===== config.mk =====
export PLATFORM = sky130hd
export DESIGN_NAME = framed_serial_tx
export DESIGN_NICKNAME = d
export VERILOG_FILES = /design/src/rtl/framed_serial_tx_pkg.sv /design/src/rtl/framed_serial_tx_ctrl.sv /design/src/rtl/framed_serial_tx_dp.sv /design/src/rtl/framed_serial_tx.sv
export SDC_FILE = /design/constraint.sdc
export NUM_CORES = 1
export LEC_CHECK = 0
export ABC_CLOCK_PERIOD_IN_PS = 3030
export CELL_PAD_IN_SITES_DETAIL_PLACEMENT = 1
export CELL_PAD_IN_SITES_GLOBAL_PLACEMENT = 1
export CORE_MARGIN = 4
export CORE_UTILIZATION = 40
export CTS_CLUSTER_DIAMETER = 100
export DETAILED_ROUTE_END_ITERATION = 10
export DONT_BUFFER_PORTS = 1
export GPL_TIMING_DRIVEN = 0
export HOLD_SLACK_MARGIN = 0.03
export PLACE_DENSITY = 0.76
export SYNTH_ARGS = -nofsm -noshare
export SYNTH_HDL_FRONTEND = slang
export SYNTH_SLANG_ARGS = --single-unit
export TNS_END_PERCENT = 10

===== constraint.sdc =====
create_clock -name clk -period 3.03 [get_ports clk]
set_input_delay 0.303 -clock clk [delete_from_list [all_inputs] [get_ports clk]]
set_output_delay 0.303 -clock clk [all_outputs]
set_load 0.005 [all_outputs]

===== src/rtl/framed_serial_tx_pkg.sv =====
package framed_serial_tx_pkg;

  typedef enum logic [1:0] {
    ST_IDLE = 2'd0,
    ST_SYNC = 2'd1,
    ST_DATA = 2'd2
  } txState_t;

  // Strobes from the sequencer to the output datapath
  typedef struct packed {
    logic load;        // capture the six words into the shadow register
    logic shift;       // advance to the next bit (at a serial clock fall)
    logic dataActive;  // a data bit is on the line this cycle
    logic sclkLevel;   // serial clock level this cycle
    logic fsyncLevel;  // frame-sync level this cycle
  } txStrobes_t;

endpackage


===== src/rtl/framed_serial_tx_ctrl.sv =====
module framed_serial_tx_ctrl
  import framed_serial_tx_pkg::*;
#(
  parameter int SLOW_DIV   = 8,
  parameter int FAST_DIV   = 4,
  parameter int TOTAL_BITS = 96
) (
  input  logic       clk,
  input  logic       rstN,
  input  logic       rateSel,
  input  logic       sampleReady,
  output txStrobes_t strobes
);

  localparam int MAX_DIV = (SLOW_DIV > FAST_DIV) ? SLOW_DIV : FAST_DIV;
  localparam int DIV_W   = $clog2(MAX_DIV);
  localparam int BIT_W   = $clog2(TOTAL_BITS);
  localparam logic [BIT_W-1:0] LAST_BIT  = BIT_W'(TOTAL_BITS - 1);
  localparam logic [DIV_W-1:0] SLOW_LAST = DIV_W'(SLOW_DIV - 1);
  localparam logic [DIV_W-1:0] FAST_LAST = DIV_W'(FAST_DIV - 1);
  localparam logic [DIV_W-1:0] SLOW_HALF = DIV_W'(SLOW_DIV / 2);
  localparam logic [DIV_W-1:0] FAST_HALF = DIV_W'(FAST_DIV / 2);

  txState_t         state;
  logic [DIV_W-1:0] divCnt;
  logic [DIV_W-1:0] divLast;
  logic [DIV_W-1:0] halfPt;
  logic [BIT_W-1:0] bitCnt;
  logic             periodEnd;

  assign periodEnd = (divCnt == divLast);

  always_ff @(posedge clk or negedge rstN) begin
    if (!rstN) begin
      state   <= ST_IDLE;
      divCnt  <= '0;
      bitCnt  <= '0;
      divLast <= SLOW_LAST;
      halfPt  <= SLOW_HALF;
    end else begin
      unique case (state)
        ST_IDLE: begin
          if (sampleReady) begin
            state   <= ST_SYNC;
            divCnt  <= '0;
            divLast <= rateSel ? FAST_LAST : SLOW_LAST;
            halfPt  <= rateSel ? FAST_HALF : SLOW_HALF;
          end
        end
        ST_SYNC: begin
          if (periodEnd) begin
            divCnt <= '0;
            bitCnt <= '0;
            state  <= ST_DATA;
          end else begin
            divCnt <= divCnt + 1'b1;
          end
        end
        ST_DATA: begin
          if (periodEnd) begin
            divCnt <= '0;
            if (bitCnt == LAST_BIT) begin
              state <= ST_IDLE;
            end else begin
              bitCnt <= bitCnt + 1'b1;
            end
          end else begin
            divCnt <= divCnt + 1'b1;
          end
        end
        default: state <= ST_IDLE;
      endcase
    end
  end

  always_comb begin
    strobes            = '0;
    strobes.load       = (state == ST_IDLE) && sampleReady;
    strobes.dataActive = (state == ST_DATA);
    strobes.shift      = (state == ST_DATA) && periodEnd && (bitCnt != LAST_BIT);
    strobes.sclkLevel  = (state == ST_DATA) && (divCnt >= halfPt);
    strobes.fsyncLevel = (state == ST_SYNC);
  end

  AST_FRAME_START: assert property (@(posedge clk) disable iff (!rstN)
    $rose(strobes.fsyncLevel) |-> $past(sampleReady)) else $error("frame sync without strobe");
  AST_BIT_LIMIT: assert property (@(posedge clk) disable iff (!rstN)
    bitCnt <= LAST_BIT) else $error("bit counter past frame end");
  AST_NO_RELOAD_BUSY: assert property (@(posedge clk) disable iff (!rstN)
    (state != ST_IDLE) |-> !strobes.load) else $error("reload during frame");
  AST_SYNC_TO_DATA: assert property (@(posedge clk) disable iff (!rstN)
    $fell(strobes.fsyncLevel) |-> (state == ST_DATA) && (bitCnt == '0)) else $error("bad sync exit");

endmodule


===== src/rtl/framed_serial_tx_dp.sv =====
module framed_serial_tx_dp
  import framed_serial_tx_pkg::*;
#(
  parameter int WORD_W = 16,
  parameter int PHASES = 3
) (
  input  logic                       clk,
  input  logic                       rstN,
  input  txStrobes_t                 strobes,
  input  logic [PHASES*WORD_W-1:0]   voltWords,
  input  logic [PHASES*WORD_W-1:0]   currWords,
  output logic                       sclkOut,
  output logic                       fsyncOut,
  output logic                       sdataOut
);

  localparam int TOTAL_BITS = 2 * PHASES * WORD_W;

  logic [TOTAL_BITS-1:0] frameImage;
  logic [TOTAL_BITS-1:0] shadowReg;

  // Lay out the frame: for each phase, voltage word then current word
  for (genvar p = 0; p < PHASES; p++) begin : g_phase
    assign frameImage[TOTAL_BITS-1-(2*p)*WORD_W   -: WORD_W] = voltWords[p*WORD_W +: WORD_W];
    assign frameImage[TOTAL_BITS-1-(2*p+1)*WORD_W -: WORD_W] = currWords[p*WORD_W +: WORD_W];
  end

  always_ff @(posedge clk or negedge rstN) begin
    if (!rstN) begin
      shadowReg <= '0;
    end else if (strobes.load) begin
      shadowReg <= frameImage;
    end else if (strobes.shift) begin
      shadowReg <= {shadowReg[TOTAL_BITS-2:0], 1'b0};
    end
  end

  assign sdataOut = strobes.dataActive & shadowReg[TOTAL_BITS-1];
  assign sclkOut  = strobes.sclkLevel;
  assign fsyncOut = strobes.fsyncLevel;

  AST_LOAD_ORDER: assert property (@(posedge clk) disable iff (!rstN)
    strobes.load |=> shadowReg[TOTAL_BITS-1 -: WORD_W] == $past(voltWords[WORD_W-1:0]))
    else $error("first word is not phase-1 voltage");
  AST_SHADOW_HOLD: assert property (@(posedge clk) disable iff (!rstN)
    (!strobes.load && !strobes.shift) |=> $stable(shadowReg))
    else $error("shadow changed without strobe");

endmodule


===== src/rtl/framed_serial_tx.sv =====
module framed_serial_tx
  import framed_serial_tx_pkg::*;
#(
  parameter int WORD_W   = 16,
  parameter int PHASES   = 3,
  parameter int SLOW_DIV = 8,
  parameter int FAST_DIV = 4
) (
  input  logic                     clk,
  input  logic                     rstN,
  input  logic                     rateSel,
  input  logic                     outEn,
  input  logic                     sampleReady,
  input  logic [PHASES*WORD_W-1:0] voltWords,
  input  logic [PHASES*WORD_W-1:0] currWords,
  output logic                     sclkOut,
  output logic                     fsyncOut,
  output logic                     sdataOut,
  output logic                     sclkOe,
  output logic                     fsyncOe,
  output logic                     sdataOe
);

  localparam int TOTAL_BITS = 2 * PHASES * WORD_W;

  txStrobes_t strobes;

  framed_serial_tx_ctrl #(
    .SLOW_DIV  (SLOW_DIV),
    .FAST_DIV  (FAST_DIV),
    .TOTAL_BITS(TOTAL_BITS)
  ) ctrl_i (
    .clk        (clk),
    .rstN       (rstN),
    .rateSel    (rateSel),
    .sampleReady(sampleReady),
    .strobes    (strobes)
  );

  framed_serial_tx_dp #(
    .WORD_W(WORD_W),
    .PHASES(PHASES)
  ) dp_i (
    .clk      (clk),
    .rstN     (rstN),
    .strobes  (strobes),
    .voltWords(voltWords),
    .currWords(currWords),
    .sclkOut  (sclkOut),
    .fsyncOut (fsyncOut),
    .sdataOut (sdataOut)
  );

  assign sclkOe  = outEn;
  assign fsyncOe = outEn;
  assign sdataOe = outEn;

  AST_SDATA_STABLE_HIGH: assert property (@(posedge clk) disable iff (!rstN)
    (sclkOut && $past(sclkOut)) |-> $stable(sdataOut)) else $error("data moved while clock high");
  AST_FSYNC_NO_SCLK: assert property (@(posedge clk) disable iff (!rstN)
    fsyncOut |-> !sclkOut) else $error("clock toggled during frame sync");
  AST_QUIET_IDLE: assert property (@(posedge clk) disable iff (!rstN)
    fsyncOut |-> !sdataOut) else $error("data driven during frame sync");

endmodule


==> results.yml, run 1 <==
critical_path:
  cp_data_required_time_ns: 3.30
  critPathTopFamily: "buffers and inverters"
  startpoint_type_of_the_worst_setup_path: "flip-flop"
  critical_path_type: "reg -> reg"
  path_cells: "inv_1, ha_1, nand2_1, clkbuf_1, clkbuf_1, nor2_1, a21oi_1"
  critical_path.endpoint_type: "flip-flop"
  crit_buf_inv: 3
  critical_path_peak_fanout: 10
  worst_path_max_delay_cell: "sky130_fd_sc_hd__clkbuf_1"
  cp.arrival_ns: 2.52
  timing.critical_path.slowest_cell_delay_ns: 0.64
  crit_path_frequent_cell: "sky130_fd_sc_hd__clkbuf_1"
clock_tree:
  root_buffer: "sky130_fd_sc_hd__clkbuf_16"
  cts_inserted_buffers: 9
  cts_tree: "yes"
  insertion_delay_of_the_later_clocked_pin_in_the_worst_skew_pair_ns: 0.35
  clock_tree.htree_level_count: 3
  clk_sink_count: 110
  cts-root-to-sink-buffers: 2
  clkTransAtPathRegs_ns: 0.07
  cts_setup_buffers: 0
synthesis:
  synth-main-ff-cell: "sky130_fd_sc_hd__dfrtp_1"
  synthTopCellsByCount: "sky130_fd_sc_hd__dfrtp_1 (109), sky130_fd_sc_hd__nor2_1 (100), sky130_fd_sc_hd__a21oi_1 (99), sky130_fd_sc_hd__mux2i_1 (96), sky130_fd_sc_hd__clkbuf_1 (23)"
  synth_seq_area_share_pct: 51.7
  synthDominantCellAreaShare_pct: 51.2
  number_of_flops_mapped_to_enable_cells_by_yosys: 0
  synth.avg_cell_area_um2: 10.2
  synth_area_leaders: "sky130_fd_sc_hd__dfrtp_1 (51%), sky130_fd_sc_hd__mux2i_1 (18%), sky130_fd_sc_hd__a21oi_1 (9.3%)"
  number_of_synthesized_register_bits: 110
  synthDistinctLibCells: 31
  post-synth-top-area-cell: "sky130_fd_sc_hd__dfrtp_1"
  ys_async_sr_fraction_pct: 100
  postSynthNetCount: 629
  netlist_area_um2: 5330
  yosys_warns: 0
  synthesis.instances: 521
  cell_with_the_most_instances_after_synthesis: "sky130_fd_sc_hd__dfrtp_1"
timing:
  fin_crit_sh_pct: 74.0
  setup_tns_ns: 0
  slew-limit-headroom_pct: 44.6
  slew_violations: 0
  tightest_slew_ns: 0.832
  timing.final.setup_violations: 0
  hold_viol: 0
  unrepaired_setup_endpoints_after_global_routing: "no"
  fmax_ghz: 0.446
  post-route-min-period_ns: 2.24
  clock-skew-final_ns: 0.00718
grt:
  via_count_of_the_first_global_routing_pass: 4108
  global_route.usage.total_pct: 17.3
  remaining_overflow_grt: 0
  grt_pass1_wl_um: 20600
  groute.layer.met1.usage_pct: 22.3
  antenna_found_initial: 0
  grtUsageMet3_pct: 2.93
  globalRoute.busiestLayer: "met2"
  grt.met2_usage_pct: 29.4
  grt_max_degree: 111
drt:
  postRouteWirelength_um: 12500
  route.antenna.remaining_nets: 0
  remaining_drc_errors: 0
  detail_route.wl_per_cell_um: 17.5
  vias_after_detailed_routing: 3749
  drt_first_iter_violations: 154
  firstDrtPassIters: 4
  avgViaCountPerCell: 5.27
power_and_ir_drop:
  fin_total_pwr_w: 0.00531
  power_density_nw_per_um2: 902
  peakVddDrop_mv: 0.306
  static-leakage-power_nw: 3.03
placed_design:
  placement.io_buffers: 0
  gpl.final_weighted_congestion: 0.791
  detailed_place_hpwl_um: 9070
die:
  floorplan.die.height_um: 123
  rows: 41
  placeableCoreArea_um2: 12800
  fp.dieW_um: 123
  io_pins: 107
  die-area_um2: 15200
  initial_utilization_pct: 41.5
final_layout:
  final_nets: 643
  area_added_between_synthesis_and_finish_pct: 10.5
  ant_cells: 0
  post_route_cells_drive_above_1_share_pct: 6.48
job:
  drv_cap: 0
run_status:
  outcome: "finished, final reports clean"
min_path:
  hold_path.class: "in -> reg"
layout by cell type (no fill, tap or decap), drive strengths merged, types with 10 or more instances in the layout:
| master | Yosys | layout |
|---|---|---|
| mux2i | 96 | 96 |
| nand2 | 14 | 14 |
| dfrtp | 109 | 109 |
| a21oi | 99 | 99 |
| nor2 | 100 | 100 |
| inv | 10 | 12 |
| clkbuf | 23 | 32 |
| nand3 | 10 | 10 |
| buf | 14 | 15 |
| o21ai | 10 | 10 |
registers in the layout, summed over array words and instances (netlist names):
signal and flops:
ctrl_i.divCnt 3, ctrl_i.bitCnt 7, ctrl_i.halfPt 1, ctrl_i.divLast 1
ctrl_i.state 2, dp_i.shadowReg 96
where the power goes:
group / switching, W / total (W) / leakage, nW / internal, W
clock: 0.000547 / 0.00119 / 0.142 / 0.000644
sequential: 0.000381 / 0.00251 / 1.24 / 0.00213
combinational: 0.000941 / 0.00161 / 1.66 / 0.000664
total: 0.00187 / 0.00531 / 3.03 / 0.00344
logic make-up (layout without fill, tap and decap cells):
kind of cell | after synthesis | count (layout) | synth area share (%)
adder cells (fa/ha/maj) | 7 | 7 | 1.64
multiplexers | 96 | 96 | 18.0
AND/OR/NAND/NOR | 137 | 137 | 10.8
flip-flops | 110 | 110 | 51.7
buffers and inverters | 47 | 66 | 5.38
AO/OA/AOI/OAI | 124 | 124 | 12.4
area by class of cell:
cell class,count,area [um^2]
sequential,110,2750
timing repair buffer,3,47.5
clock inverter,7,72.6
multi-input combinational,364,2290
inverter,10,37.5
clock buffer,9,225
fill,1426,6940
buffer,37,249
tap,172,215
worst reg2reg max path: cells and delay by family, from the launching register on:
family                     cells  cell delay [ns]
DFF                            1             0.40
buffers and inverters          3             1.17
and+or+nand+nor                2             0.20
AOI/OAI and AO/OA              1             0.14
adders and majority gates      1             0.26
final timing paths:
check / slack [ns] / to / cells past startpoint / startpoint
max: 0.79 / dp_i.shadowReg[72] / 7 / ctrl_i.state[0]
min: 0.07 / ctrl_i.halfPt[1] / 2 / rateSel
max reg2reg: 0.79 / dp_i.shadowReg[72] / 7 / ctrl_i.state[0]
min reg2reg: 0.51 / dp_i.shadowReg[0] / 2 / dp_i.shadowReg[0]
max in group asynchronous: 2.02 / dp_i.shadowReg[50] / 2 / rstN
min in group asynchronous: 0.58 / dp_i.shadowReg[7] / 2 / rstN
metrics by stage:
stage,cells,util (%),hold slack (ns),instance area (um^2),setup slack [ns]
after global routing,712,45.9,0.0613,5890,0.586
after floorplan,521,-,0.00741,5330,1.08
after detailed placement,693,43.2,0.0103,5540,0.781
final,712,45.9,0.0690,5890,0.787
after CTS,712,45.9,0.0585,5890,0.742
after global placement,693,43.2,0.0107,5540,0.847
timing repair:
action | 4_1_cts | 5_1_grt
endpoints found under the hold margin | 111 | 0
gates resized for setup | 0 | 0
hold buffers | 3 | 0
per-layer routing:
layer	vias to the layer above	part of all wire (%)	routed length [um]
li1	1829	-	-
met1	1836	45	5630
met2	73	49	6130
met3	11	4.2	526
met4	0	1.5	183
met5	-	0	0
(Power assumes the default switching activity.)
==> inputs of run 2 (changes only) <==
- ABC_CLOCK_PERIOD_IN_PS: 3030 -> 2200
- clock period: 3.03 -> 2.2 ns (I/O delays scaled with it)
==> results.yml, run 2 (synthesis results as in run 1) <==
power_and_ir_drop:
  static-leakage-power_nw: 3.19
  power_density_nw_per_um2: 1180
  fin_total_pwr_w: 0.00737
  peakVddDrop_mv: 0.417
final_layout:
  post_route_cells_drive_above_1_share_pct: 6.57
  final_common_cell: "sky130_fd_sc_hd__dfrtp_1"
  largest-register: "dp_i.shadowReg"
  postLayoutCellArea_um2: 6270
  nFillCells: 1412
  ant_cells: 0
  final_core_util_pct: 48.9
  largest_register_ff_count: 96
  area_added_between_synthesis_and_finish_pct: 17.6
  layout_top_registers: "dp_i.shadowReg: 96 flops, ctrl_i.bitCnt: 7 flops, ctrl_i.divCnt: 3 flops"
  final_nets: 681
  most-common-layout-cells: "sky130_fd_sc_hd__dfrtp_1 (109), sky130_fd_sc_hd__nor2_1 (100), sky130_fd_sc_hd__a21oi_1 (99)"
clock_tree:
  clkTransAtPathRegs_ns: 0.07
  cts-root-to-sink-buffers: 2
  insertion_delay_of_the_later_clocked_pin_in_the_worst_skew_pair_ns: 0.35
  clk_sink_count: 110
  clock_tree.htree_level_count: 3
  root_buffer: "sky130_fd_sc_hd__clkbuf_16"
  cts_setup_buffers: 0
  cts_tree: "yes"
  cts_inserted_buffers: 9
drt:
  avgViaCountPerCell: 5.25
  route.antenna.remaining_nets: 0
  drt_first_iter_violations: 156
  remaining_drc_errors: 0
  postRouteWirelength_um: 13100
  detail_route.wl_per_cell_um: 17.4
  vias_after_detailed_routing: 3934
  firstDrtPassIters: 4
timing:
  clock-skew-final_ns: 0.00680
  unrepaired_setup_endpoints_after_global_routing: "no"
  fmax_ghz: 0.464
  fin_crit_sh_pct: 97.9
  timing.final.setup_violations: 0
  setup_tns_ns: 0
  tightest_slew_ns: 0.484
  final.hold.worst_slack_ns: -0.447
  slew_violations: 0
  post-route-min-period_ns: 2.15
  hold_viol: 110
  slew-limit-headroom_pct: 67.7
critical_path:
  critPathTopFamily: "flip-flops"
  critical_path_type: "reg -> reg"
  cp_data_required_time_ns: 2.41
  cp.arrival_ns: 2.36
  critical_path.endpoint_type: "flip-flop"
  path_cells: "inv_1, ha_2, and2_4, o211ai_2, buf_6, buf_12, buf_12, mux2i_1, a21oi_1"
  crit_path_frequent_cell: "sky130_fd_sc_hd__buf_12"
  worst_path_max_delay_cell: "sky130_fd_sc_hd__dfstp_2"
  crit_buf_inv: 4
  startpoint_type_of_the_worst_setup_path: "flip-flop"
  timing.critical_path.slowest_cell_delay_ns: 0.54
  critical_path_peak_fanout: 10
job:
  drv_cap: 0
run_status:
  violations_in_the_final_reports: "negative hold slack"
  outcome: "finished with violations"
grt:
  antenna_found_initial: 0
  global_route.usage.total_pct: 18.1
  grt_max_degree: 111
  remaining_overflow_grt: 0
  via_count_of_the_first_global_routing_pass: 4310
  grt_pass1_wl_um: 21500
placed_design:
  placement.io_buffers: 0
  gpl.final_weighted_congestion: 0.791
  detailed_place.area_um2: 5540
  detailed_place_hpwl_um: 9070
die:
  rows: 41
  fp.dieW_um: 123
  floorplan.die.height_um: 123
  die-area_um2: 15200
  io_pins: 107
  initial_utilization_pct: 41.5
  placeableCoreArea_um2: 12800
min_path:
  hold_path.class: "in -> async"
-- run 2: power breakdown --
group          switching, W  total [W]  internal (W)
clock network      0.000756    0.00164      0.000887
logic               0.00130    0.00226      0.000964
registers          0.000537    0.00347       0.00294
total               0.00259    0.00737       0.00479
-- run 2: stage by stage --
step	instances	worst slack, ns	hold slack (ns)
final	750	0.0463	-0.447
after detailed placement	693	-0.0493	-0.0727
after CTS	749	0.00538	-0.457
after global placement	693	0.0165	-0.0723
after global routing	750	0.00574	-0.465
after floorplan	521	0.252	-0.0756
-- run 2: cell type report --
cell class / count / area [um^2] / area share [%]
sequential: 110 / 2750 / 43.9
multi-input combinational: 364 / 2290 / 36.6
timing repair buffer: 41 / 410 / 6.55
buffer: 37 / 260 / 4.15
clock buffer: 9 / 225 / 3.59
tap: 172 / 215 / 3.43
clock inverter: 7 / 72.6 / 1.16
inverter: 10 / 37.5 / 0.599
-- run 2: worst register-to-register path, delay by kind of cell, from the launching register on --
kind            cells  cell delay [ns]
mux                 1             0.20
fa+ha+maj           1             0.37
buf+inv             4             0.51
compound gates      2             0.22
flops               1             0.54
simple gates        1             0.17
-- run 2: final timing paths --
kind,slack (ns),startpoint,endpoint,cells past startpoint
max in group asynchronous,2.44,rstN,ctrl_i.divLast[2],0
min in group clk,0.03,voltWords[33],dp_i.shadowReg[17],2
setup / recovery,0.05,ctrl_i.divLast[2],dp_i.shadowReg[89],9
hold / removal,-0.45,rstN,dp_i.shadowReg[7],0
setup reg to reg,0.05,ctrl_i.divLast[2],dp_i.shadowReg[89],9
hold reg to reg,0.51,dp_i.shadowReg[0],dp_i.shadowReg[0],2
-- run 2: routing by layer --
metal	up-vias	routed length, um	global-route usage [%]
met5	-	0	0
met4	0	203	6.44
met3	12	470	2.79
met2	71	6580	31.2
met1	1944	5820	23.1
li1	1907	-	-
-- run 2: what timing repair did --
item / 4_1_cts / 5_1_grt
endpoints found under the setup margin: 94 / 80
hold buffers: 40 / 1
endpoints found under the hold margin: 151 / 111
gates resized for setup: 3 / 4
